### src/rtl/intc_pkg.sv
// Package: shared sizes and constants for the leveled interrupt controller.
// Assumes a power-of-two level field whose maximum value gives the count of
// fixed lines (levels 1..2**LVL_W-1).
package intc_pkg;
    localparam int NSRC       = 64;
    localparam int SRC_W      = $clog2(NSRC);
    localparam int LVL_W      = 3;
    localparam int PRI_W      = 3;
    localparam int FIRST_PROG = 1 << LVL_W;          // first programmable line
    localparam int RANK_W     = PRI_W + 1;           // priorities plus midpoint slot
    localparam int KEY_W      = LVL_W + RANK_W;
    localparam int MID_RANK   = 1 << (PRI_W - 1);    // slot between prio 4 and 3
    localparam int VEC_W      = 8;
    localparam int VEC_BASE   = 64;
    localparam logic [VEC_W-1:0] VEC_SPURIOUS = 8'h18;
endpackage

### src/rtl/intc_cfg_regs.sv
// Module: holds level/priority of every programmable line and the mask.
// Assumes: lines below FIRST_PROG have no storage; writes to them are dropped.
module intc_cfg_regs
    import intc_pkg::*;
#(
    parameter int N = NSRC
) (
    input  logic                        clk,
    input  logic                        rst_n,
    input  logic                        cfg_we,
    input  logic [SRC_W-1:0]            cfg_src,
    input  logic [LVL_W-1:0]            cfg_level,
    input  logic [PRI_W-1:0]            cfg_prio,
    input  logic                        mask_we,
    input  logic [N-1:0]                mask_wdata,
    output logic [N-1:0][LVL_W-1:0]     lvl_q,
    output logic [N-1:0][PRI_W-1:0]     pri_q,
    output logic [N-1:0]                mask_q
);
    for (genvar n = 0; n < N; n++) begin : g_src
        if (n < FIRST_PROG) begin : g_fixed
            assign lvl_q[n] = '0;
            assign pri_q[n] = '0;
        end else begin : g_prog
            // Per-line control register, cleared to level 0 (disabled) on reset.
            always_ff @(posedge clk) begin
                if (!rst_n) begin
                    lvl_q[n] <= '0;
                    pri_q[n] <= '0;
                end else if (cfg_we && cfg_src == SRC_W'(n)) begin
                    lvl_q[n] <= cfg_level;
                    pri_q[n] <= cfg_prio;
                end
            end
        end
    end

    // Mask register, all lines blocked out of reset.
    always_ff @(posedge clk) begin
        if (!rst_n)       mask_q <= '1;
        else if (mask_we) mask_q <= mask_wdata;
    end
endmodule

### src/rtl/intc_key_build.sv
// Module: forms eligibility and a {level, rank} sort key for every line.
// Assumes: rank inserts the fixed line at MID_RANK, shifting priorities
// at or above MID_RANK up by one.
module intc_key_build
    import intc_pkg::*;
#(
    parameter int N = NSRC
) (
    input  logic [N-1:0]                irq_req,
    input  logic [N-1:0][LVL_W-1:0]     lvl_q,
    input  logic [N-1:0][PRI_W-1:0]     pri_q,
    input  logic [N-1:0]                mask_q,
    output logic [N-1:0]                active,
    output logic [N-1:0][KEY_W-1:0]     key
);
    for (genvar n = 0; n < N; n++) begin : g_key
        if (n == 0) begin : g_none
            assign active[n] = 1'b0;
            assign key[n]    = '0;
        end else if (n < FIRST_PROG) begin : g_fixed
            assign active[n] = irq_req[n] & ~mask_q[n] & ~mask_q[0];
            assign key[n]    = {LVL_W'(n), RANK_W'(MID_RANK)};
        end else begin : g_prog
            logic [RANK_W-1:0] rank;
            // Open the midpoint slot by lifting upper priorities one step.
            always_comb begin
                rank = {1'b0, pri_q[n]};
                if (pri_q[n] >= PRI_W'(MID_RANK)) rank = rank + 1'b1;
            end
            assign active[n] = irq_req[n] & ~mask_q[n] & ~mask_q[0] & (|lvl_q[n]);
            assign key[n]    = {lvl_q[n], rank};
        end
    end
endmodule

### src/rtl/intc_pick.sv
// Module: selects the eligible line with the largest key, optionally only
// inside one level (filt_lvl = 0 means all levels).
// Assumes: equal keys resolve to the lower line number (strict compare,
// ascending scan).
module intc_pick
    import intc_pkg::*;
#(
    parameter int N = NSRC
) (
    input  logic [N-1:0]                active,
    input  logic [N-1:0][KEY_W-1:0]     key,
    input  logic [LVL_W-1:0]            filt_lvl,
    output logic                        found,
    output logic [SRC_W-1:0]            win_idx,
    output logic [KEY_W-1:0]            win_key
);
    // Ascending scan keeping the first line with the largest key.
    always_comb begin
        found   = 1'b0;
        win_idx = '0;
        win_key = '0;
        for (int i = 0; i < N; i++) begin
            if (active[i] &&
                (filt_lvl == '0 || key[i][KEY_W-1 -: LVL_W] == filt_lvl) &&
                (!found || key[i] > win_key)) begin
                found   = 1'b1;
                win_idx = SRC_W'(i);
                win_key = key[i];
            end
        end
    end
endmodule

### src/rtl/prio_intc.sv
// Module: top of the leveled interrupt controller. Drives the highest pending
// level to the core and answers acknowledge strobes with a vector one clock
// later.
// Assumes: ack_lvl 0 selects the software-generic acknowledge.
module prio_intc
    import intc_pkg::*;
(
    input  logic                clk,
    input  logic                rst_n,
    input  logic [NSRC-1:0]     irq_req,
    input  logic                cfg_we,
    input  logic [SRC_W-1:0]    cfg_src,
    input  logic [LVL_W-1:0]    cfg_level,
    input  logic [PRI_W-1:0]    cfg_prio,
    input  logic                mask_we,
    input  logic [NSRC-1:0]     mask_wdata,
    input  logic                ack_stb,
    input  logic [LVL_W-1:0]    ack_lvl,
    output logic                ack_valid,
    output logic [VEC_W-1:0]    ack_vector,
    output logic [LVL_W-1:0]    core_level
);
    logic [NSRC-1:0][LVL_W-1:0] lvl_q;
    logic [NSRC-1:0][PRI_W-1:0] pri_q;
    logic [NSRC-1:0]            mask_q;
    logic [NSRC-1:0]            act;
    logic [NSRC-1:0][KEY_W-1:0] key;
    logic                       all_found, lv_found;
    logic [SRC_W-1:0]           all_idx, lv_idx;
    logic [KEY_W-1:0]           all_key, lv_key;

    intc_cfg_regs #(.N(NSRC)) u_regs (
        .clk(clk), .rst_n(rst_n),
        .cfg_we(cfg_we), .cfg_src(cfg_src), .cfg_level(cfg_level), .cfg_prio(cfg_prio),
        .mask_we(mask_we), .mask_wdata(mask_wdata),
        .lvl_q(lvl_q), .pri_q(pri_q), .mask_q(mask_q)
    );

    intc_key_build #(.N(NSRC)) u_keys (
        .irq_req(irq_req), .lvl_q(lvl_q), .pri_q(pri_q), .mask_q(mask_q),
        .active(act), .key(key)
    );

    intc_pick #(.N(NSRC)) u_pick_all (
        .active(act), .key(key), .filt_lvl('0),
        .found(all_found), .win_idx(all_idx), .win_key(all_key)
    );

    intc_pick #(.N(NSRC)) u_pick_ack (
        .active(act), .key(key), .filt_lvl(ack_lvl),
        .found(lv_found), .win_idx(lv_idx), .win_key(lv_key)
    );

    // Register the level presented to the core.
    always_ff @(posedge clk) begin
        if (!rst_n)         core_level <= '0;
        else if (all_found) core_level <= all_key[KEY_W-1 -: LVL_W];
        else                core_level <= '0;
    end

    // Capture the acknowledge answer one clock after the strobe.
    always_ff @(posedge clk) begin
        if (!rst_n) begin
            ack_valid  <= 1'b0;
            ack_vector <= '0;
        end else begin
            ack_valid <= ack_stb;
            if (ack_stb)
                ack_vector <= lv_found ? VEC_W'(VEC_BASE) + VEC_W'(lv_idx) : VEC_SPURIOUS;
        end
    end
endmodule

### config.mk
export PLATFORM = sky130hd
export DESIGN_NAME = prio_intc
export DESIGN_NICKNAME = d
export VERILOG_FILES = /design/src/rtl/intc_pkg.sv /design/src/rtl/intc_cfg_regs.sv /design/src/rtl/intc_key_build.sv /design/src/rtl/intc_pick.sv /design/src/rtl/prio_intc.sv
export SDC_FILE = /design/constraint.sdc
export NUM_CORES = 2
export LEC_CHECK = 0
export ABC_AREA = 1
export BUFFER_PORTS_ARGS = -buffer_cell sky130_fd_sc_hd__buf_4
export CAP_MARGIN = 15
export CORE_ASPECT_RATIO = 0.5
export CORE_MARGIN = 2
export CORE_UTILIZATION = 50
export DETAILED_ROUTE_END_ITERATION = 7
export HOLD_SLACK_MARGIN = 0.1
export PLACE_DENSITY = 0.66
export SYNTH_ARGS = -nofsm -noshare
export SYNTH_HDL_FRONTEND = slang
export SYNTH_SLANG_ARGS = --single-unit
### constraint.sdc
create_clock -name clk -period 99.6 [get_ports clk]
set_input_delay 9.96 -clock clk [delete_from_list [all_inputs] [get_ports clk]]
set_output_delay 9.96 -clock clk [all_outputs]
set_load 0.02 [all_outputs]
# ---- After elaboration in Yosys (flattened, before gate mapping)
# Index checks and enable logic that the tools add are counted.
dict set report word_totals {
  ff_bits 412
  in_bits 148
  out_inout_bits 12
  wordCells 1701
}
dict set report classes {
  n_addsub 57
  n_lt_le_gt_ge 180
  eq_ne 119
  muxes 371
  bitwise_logic 246
  reduce_logical 612
}
# operator n
set ops {}
lappend ops {{two-way mux 7 bit} 119}
lappend ops {{greater-than comparator 7 bit} 112}
lappend ops {{two-way mux 4 bit} 64}
lappend ops {{logical AND 1 bit} 243}
lappend ops {{adder 3 x 1 -> 4 bit (second input constant)} 56}
lappend ops {{two-way mux 6 bit} 36}
lappend ops {{== test 6 bit (second input constant)} 32}
lappend ops {{logical OR 1 bit} 187}
lappend ops {{bitwise AND 1 bit} 182}
lappend ops {{== test 3 bit} 56}
lappend ops {{greater-or-equal comparator 3 bit (second input constant)} 56}
lappend ops {{OR reduction 3 bit} 56}
lappend ops {{two-way mux 1 bit} 127}
lappend ops {{logical NOT 1 bit} 124}
lappend ops {{== test 6 x 5 -> 1 bit (second input constant)} 16}
lappend ops {{two-way mux 5 bit} 18}
lappend ops {{NOT 1 bit} 64}
lappend ops {{== test 6 x 4 -> 1 bit (second input constant)} 8}
lappend ops {{greater-than comparator 7 bit (first input constant)} 6}
lappend ops {{greater-than comparator 7 x 6 -> 1 bit (first input constant)} 2}
lappend ops {{== test 3 bit (first input constant)} 4}
lappend ops {{greater-than comparator 6 x 5 -> 1 bit (first input constant)} 2}
lappend ops {{greater-than comparator 6 bit (first input constant)} 2}
lappend ops {{two-way mux 3 bit} 4}
lappend ops {{7 further kinds} 9}

# ---- Logic depth before layout (Yosys ltp)
dict set report logic_depth {
  ltp_word 255
  ltp_mapped 699
  mapped_depth_nobuf 644
}

# ---- Cells and area by module
# From an unflattened synthesis, not the netlist that was laid out.
dict set report unflattened {
  hier_cells 11094
  area_unflattened_um2 67111.9
}
# module instances cells_per_inst area_each_um2 seq_area_each_um2
set by_module_without_submodules {}
lappend by_module_without_submodules {{intc_pick at u_pick_all} 1 3822 22107.5 0.0}
lappend by_module_without_submodules {{intc_pick at u_pick_ack} 1 3760 21969.8 0.0}
lappend by_module_without_submodules {intc_cfg_regs 1 2271 15845.2 8007.7}
lappend by_module_without_submodules {intc_key_build 1 1193 6802.8 0.0}
lappend by_module_without_submodules {prio_intc 1 48 386.6 220.2}

# ---- Worst setup path after synthesis
# No wires, ideal clock.
dict set report synth_timing {
  path_kind {input to register}
  start {in irq_req[6]}
  end {reg core_level[0]}
  setup_time_ns 0.116
  t_arrival_ns 86.872
  t_required_ns 99.484
  slack_ns 12.612
  cell_stages 543
  n_path_buf 54
  path_cell_list {inv_1 nor3_2 o21ai_0 a31oi_1 ha_1 a21oi_1 o21ai_0 o31ai_1 nand2_1 nand2_1 o21ai_0 ha_1 nand4_1 o221ai_1 nand2_1 nand2_1 nand2_1 clkbuf_1 [507 not listed] o21ai_0 ha_1 a21oi_1 o21a_1 a32oi_1 o21ai_0 clkbuf_1 nand2_1 o21ai_0 ha_1 a21oi_1 o21ai_0 o22ai_1 nand2_1 nand2_1 nand2_1 o211ai_1 inv_1}
}
dict set report synth_via {
  elab_chain_cells 233
  word_cells_on_any_way 348
  classes_between {57 x order compare; 116 x mux; 2 x bitwise; 173 x reduce/logical}
}
# item line
set synth_rtl {}
lappend synth_rtl {{start: declaration} prio_intc.sv:10} ;# input logic [NSRC-1:0] irq_req,
lappend synth_rtl {{bitwise AND 1 bit (*) (2 in a row)} intc_key_build.sv:21} ;# assign active[n] = irq_req[n] & ~mask_q[n] & ~mask_q[0];
lappend synth_rtl {{logical AND 1 bit (*)} intc_pick.sv:24} ;# (filt_lvl == '0 || key[i][KEY_W-1 -: LVL_W] == filt_lvl) &&
lappend synth_rtl {{two-way mux 7 bit / two-way mux 1 bit (equally long branches)} intc_pick.sv:23} ;# if (active[i] &&
lappend synth_rtl {{greater-than comparator 7 bit / logical NOT 1 bit (equally long branches)} intc_pick.sv:25} ;# (!found || key[i] > win_key)) begin
lappend synth_rtl {{logical OR 1 bit} intc_pick.sv:25}
lappend synth_rtl {{logical AND 1 bit} intc_pick.sv:24}
lappend synth_rtl {{two-way mux 7 bit / two-way mux 1 bit (equally long branches)} intc_pick.sv:23}
lappend synth_rtl {{greater-than comparator 7 bit / logical NOT 1 bit (equally long branches)} intc_pick.sv:25}
lappend synth_rtl {{[216 not listed]} -}
lappend synth_rtl {{logical OR 1 bit} intc_pick.sv:25}
lappend synth_rtl {{logical AND 1 bit} intc_pick.sv:24}
lappend synth_rtl {{two-way mux 7 bit / two-way mux 1 bit (equally long branches)} intc_pick.sv:23}
lappend synth_rtl {{greater-than comparator 7 bit / logical NOT 1 bit (equally long branches)} intc_pick.sv:25}
lappend synth_rtl {{logical OR 1 bit} intc_pick.sv:25}
lappend synth_rtl {{logical AND 1 bit} intc_pick.sv:24}
lappend synth_rtl {{two-way mux 1 bit} intc_pick.sv:23}
lappend synth_rtl {{AND reduction 2 bit (no source line)} -}
lappend synth_rtl {{end signal: assignment} prio_intc.sv:57} ;# else if (all_found) core_level <= all_key[KEY_W-1 -: LVL_W];
lappend synth_rtl {{end: declaration} prio_intc.sv:21} ;# output logic [LVL_W-1:0] core_level
# Mark *: on every way between the ends. The rest lies on a longest branch, timed or not.
# A chain may end at the register's enable or synchronous reset.

# ---- Worst setup path in the final report
dict set report layout_timing {
  start {in ack_lvl[0]}
  end {reg ack_vector[5]}
}
dict set report layout_via {
  elab_chain_cells 254
  word_cells_on_any_way 628
  classes_between {1 x add/sub; 62 x order compare; 63 x eq/ne; 189 x mux; 313 x reduce/logical}
}
# item line
set layout_rtl {}
lappend layout_rtl {{start: declaration} prio_intc.sv:18} ;# input logic [LVL_W-1:0] ack_lvl,
lappend layout_rtl {{== test 1 x 3 -> 1 bit / logical NOT 3 bit (equally long branches)} intc_pick.sv:24}
lappend layout_rtl {{logical OR 1 bit} intc_pick.sv:24}
lappend layout_rtl {{logical AND 1 bit} intc_pick.sv:23}
lappend layout_rtl {{two-way mux 5 bit / two-way mux 1 bit (equally long branches)} intc_pick.sv:23}
lappend layout_rtl {{greater-than comparator 6 x 5 -> 1 bit / logical NOT 1 bit (equally long branches)} intc_pick.sv:25}
lappend layout_rtl {{logical OR 1 bit} intc_pick.sv:25}
lappend layout_rtl {{logical AND 1 bit} intc_pick.sv:24}
lappend layout_rtl {{two-way mux 6 bit / two-way mux 1 bit (equally long branches)} intc_pick.sv:23}
lappend layout_rtl {{[238 not listed]} -}
lappend layout_rtl {{logical AND 1 bit} intc_pick.sv:24}
lappend layout_rtl {{two-way mux 7 bit / two-way mux 1 bit (equally long branches)} intc_pick.sv:23}
lappend layout_rtl {{greater-than comparator 7 bit / logical NOT 1 bit (equally long branches)} intc_pick.sv:25}
lappend layout_rtl {{logical OR 1 bit} intc_pick.sv:25}
lappend layout_rtl {{logical AND 1 bit} intc_pick.sv:24}
lappend layout_rtl {{two-way mux 6 bit} intc_pick.sv:23}
lappend layout_rtl {{adder 7 x 6 -> 8 bit} prio_intc.sv:69} ;# ack_vector <= lv_found ? VEC_W'(VEC_BASE) + VEC_W'(lv_idx) : VEC_SPURIOUS;
lappend layout_rtl {{two-way mux 8 bit (*)} prio_intc.sv:69}
lappend layout_rtl {{end signal: assignment} prio_intc.sv:69}
lappend layout_rtl {{end: declaration} prio_intc.sv:20} ;# output logic [VEC_W-1:0] ack_vector,
# Marks and branches as above.

==> flow_summary.yaml <==
status:
  status: "completed"
pwr:
  ir_drop_uv: 13.00
  power_mw: 0.4989
  seqPwrFrac_pct: 34.0
  p_int_mw: 0.3291
  power_frac_comb_pct: 30.6
  clockPowerShare_pct: 35.4
  swShare_pct: 34.03
  power.switching_mw: 0.1698
  cellPowerDensity_nw_per_um2: 9.176
  leakage_nw: 27.45
yosys:
  avgSynthCellArea_um2: 6.581
  syn_nets: 8436
  synthFlopType: "dfxtp_1"
  yosysUniqueCellTypes: 66
  syn_area_um2: 49010
  ys_seq_elements: 411
  synthMuxAreaShare_pct: 0
  synth-compound-area-share_pct: 24.05
  yosysSeqAreaShare_pct: 16.79
  synthAdderAreaFrac_pct: 21.47
  ys_async_sr_fraction_pct: 0
  synth_xor_area_share_pct: 4.001
  synthSimpleGateAreaFrac_pct: 23.90
  synth_edf_count: 0
  yosys_warnings: 0
  synth_top_family_by_area: "compound AO/OA/AOI/OAI gates"
  syn_inst: 7447
critical_path:
  required_ps: 100100
  cp_slowest_cell: "nor4b_1"
  cp_num_cells: 613
  cpPeakStageDelay_ps: 560
  arrival_ps: 91340
  critPathCaptureType: "flip-flop"
  cp_top_family: "simple AND/OR/NAND/NOR gates"
  reg2reg_depth: 609
  critPathKind: "primary input to flip-flop"
  path_common_cell: "nand2_1"
  critPathBufInv: 44
  path_max_fanout: 19
  startpoint_type: "primary input"
grt:
  met1_usage_pct: 38.93
  grt-busiest-layer: "met2"
  grt_max_degree: 231
  grtUsageTotal_pct: 27.71
  antenna_found_initial: 4
  use_met2_pct: 44.67
  grt_use_met3_pct: 3.506
  grt_pass1_vias: 44050
  grt_overflow: 0
  grt_pass1_wl_mm: 228.8
layout:
  syn_to_final_growth_pct: 10.96
  nNetsFinal: 8647
  final_cells: 9020
  layout_commonest_cell: "nand2_1"
  layout_common_cells: "nand2_1 (1408), o21ai_0 (1235), ha_1 (841)"
  drive_gt1_share_pct: 11.12
cts:
  cts_tree: "yes"
  postCtsHoldBufs: 0
  cts.path.max_buffers: 3
  clkLatencyLatePin_ps: 640
  cts_made_buffers: 44
  clock-sinks: 411
  clk_pin_slew_ps: 60
  cts-root-buf: "clkbuf_16"
  htree_levels: 2
floorplan:
  core_area_um2: 97390
  io-pin-count: 160
  start_util_pct: 50.32
  die_area_um2: 100700
  fp.dieH_um: 225.4
  die_x_um: 446.8
  rows: 81
timing:
  finalSetupViolCount: 0
  clock.fmax_mhz: 11.01
  relSlewSlack_pct: 29.09
  hold_viol_final: 0
  fin_crit_ps: 90840
  setup-tns-final_ps: 0
  worst_slack_ps: 8763
  min_period_over_period_pct: 91.20
  maxSlewViolCount: 0
  hold_ws_ps: 456.3
  worst_pin_slew_ps: 1064
  skew_ps: 32.84
worst_hold_path:
  min_path_type: "flip-flop to flip-flop"
  hold-path-cell-count: 2
routing:
  post-route-drc-count: 0
  wl_per_cell_um: 15.81
  drtAntennaViolNets: 0
  vias: 48710
  routed_wl_mm: 142.6
  drtPass1Iterations: 6
  first_iter_violations: 3332
  vias_per_cell: 5.400
placement:
  dp_hpwl_mm: 110.0
  port_buffers: 157
  gp_congestion: 0.9017
  dp.cells: 8935
  dp_slack_ps: 3529
run:
  drv_cap: 0
-- worst reg2reg max path, delay by kind of cell (launching register included) --
kind	cells	cell delay (ps)
AO/OA/AOI/OAI	145	21740
adder cells (fa/ha/maj)	56	18000
buffers and inverters	40	3140
flip-flops	1	620
AND/OR/NAND/NOR	368	38700
-- per-stage QoR --
step / util (%) / instance area [um2]
finish: 55.83 / 54380
floorplan: - / 49010
global placement: 53.85 / 52450
detailed placement: 53.85 / 52450
CTS: 55.35 / 53910
global route: 55.83 / 54380
-- power by group through the flow --
stage               sequential, mW  clock, mW  combinational, mW
floorplan                    0.173          0             0.0998
global placement             0.173          0              0.147
detailed placement           0.173          0              0.149
CTS                          0.169      0.181              0.150
global route                 0.170      0.187              0.174
finish                       0.170      0.177              0.153
-- worst paths after layout --
path	start	endpoint	slack [ps]
min	u_regs.mask_q[41]	u_regs.mask_q[41]	460
max	ack_lvl[0]	ack_vector[5]	8760
max reg2reg	u_regs.mask_q[0]	ack_vector[5]	17140
min reg2reg	u_regs.mask_q[41]	u_regs.mask_q[41]	460
-- layer usage --
metal,routed length [um],share of wire [%]
met3,8119,5.7
met5,0,0
met4,3392,2.4
met1,69520,49
met2,61600,43
-- registers in the layout, summed over array words and instances, names as in the netlist --
register	cells
u_regs.lvl_q	168
u_regs.pri_q	168
u_regs.mask_q	64
ack_vector	7
core_level	3
ack_valid	1
-- cells in the mapped netlist, drive strengths merged, types with 83 or more instances --
library cell / instances / area share [%]
a21oi: 657 / 6.7
buf: 83 / 1.1
dfxtp: 411 / 17
nor2: 275 / 2.2
xnor2: 221 / 3.9
nand4: 118 / 1.5
clkbuf: 212 / 2.3
o21ai: 1366 / 14
nand2: 1614 / 13
inv: 811 / 6.2
ha: 841 / 21
nor3: 105 / 1.1
nand3: 372 / 3.9
-- cell families after synthesis --
family,after synthesis
AND/OR/NAND/NOR,2614
XOR/XNOR,223
AO/OA/AOI/OAI,2239
other,1
buffers and inverters,1118
flip-flops,411
adder cells (fa/ha/maj),841
-- final cells by class --
cell class,count,area [um2]
Multi-Input combinational cell,5919,36360
Clock inverter,25,276.5
Sequential cell,411,8228
Timing Repair Buffer,461,3546
Fill cell,9833,43020
Inverter,821,3117
Tap cell,1328,1662
Clock buffer,54,1189
Antenna cell,1,2.502
-- what timing repair did --
| action | CTS | global route |
|---|---|---|
| resized for setup | 0 | 203 |
| buffers inserted | 0 | 1 |
| endpoints found under the setup margin | 0 | 9 |
| hold endpoints to repair | 0 | 0 |
Note: power is estimated with default switching activity, not from simulation.
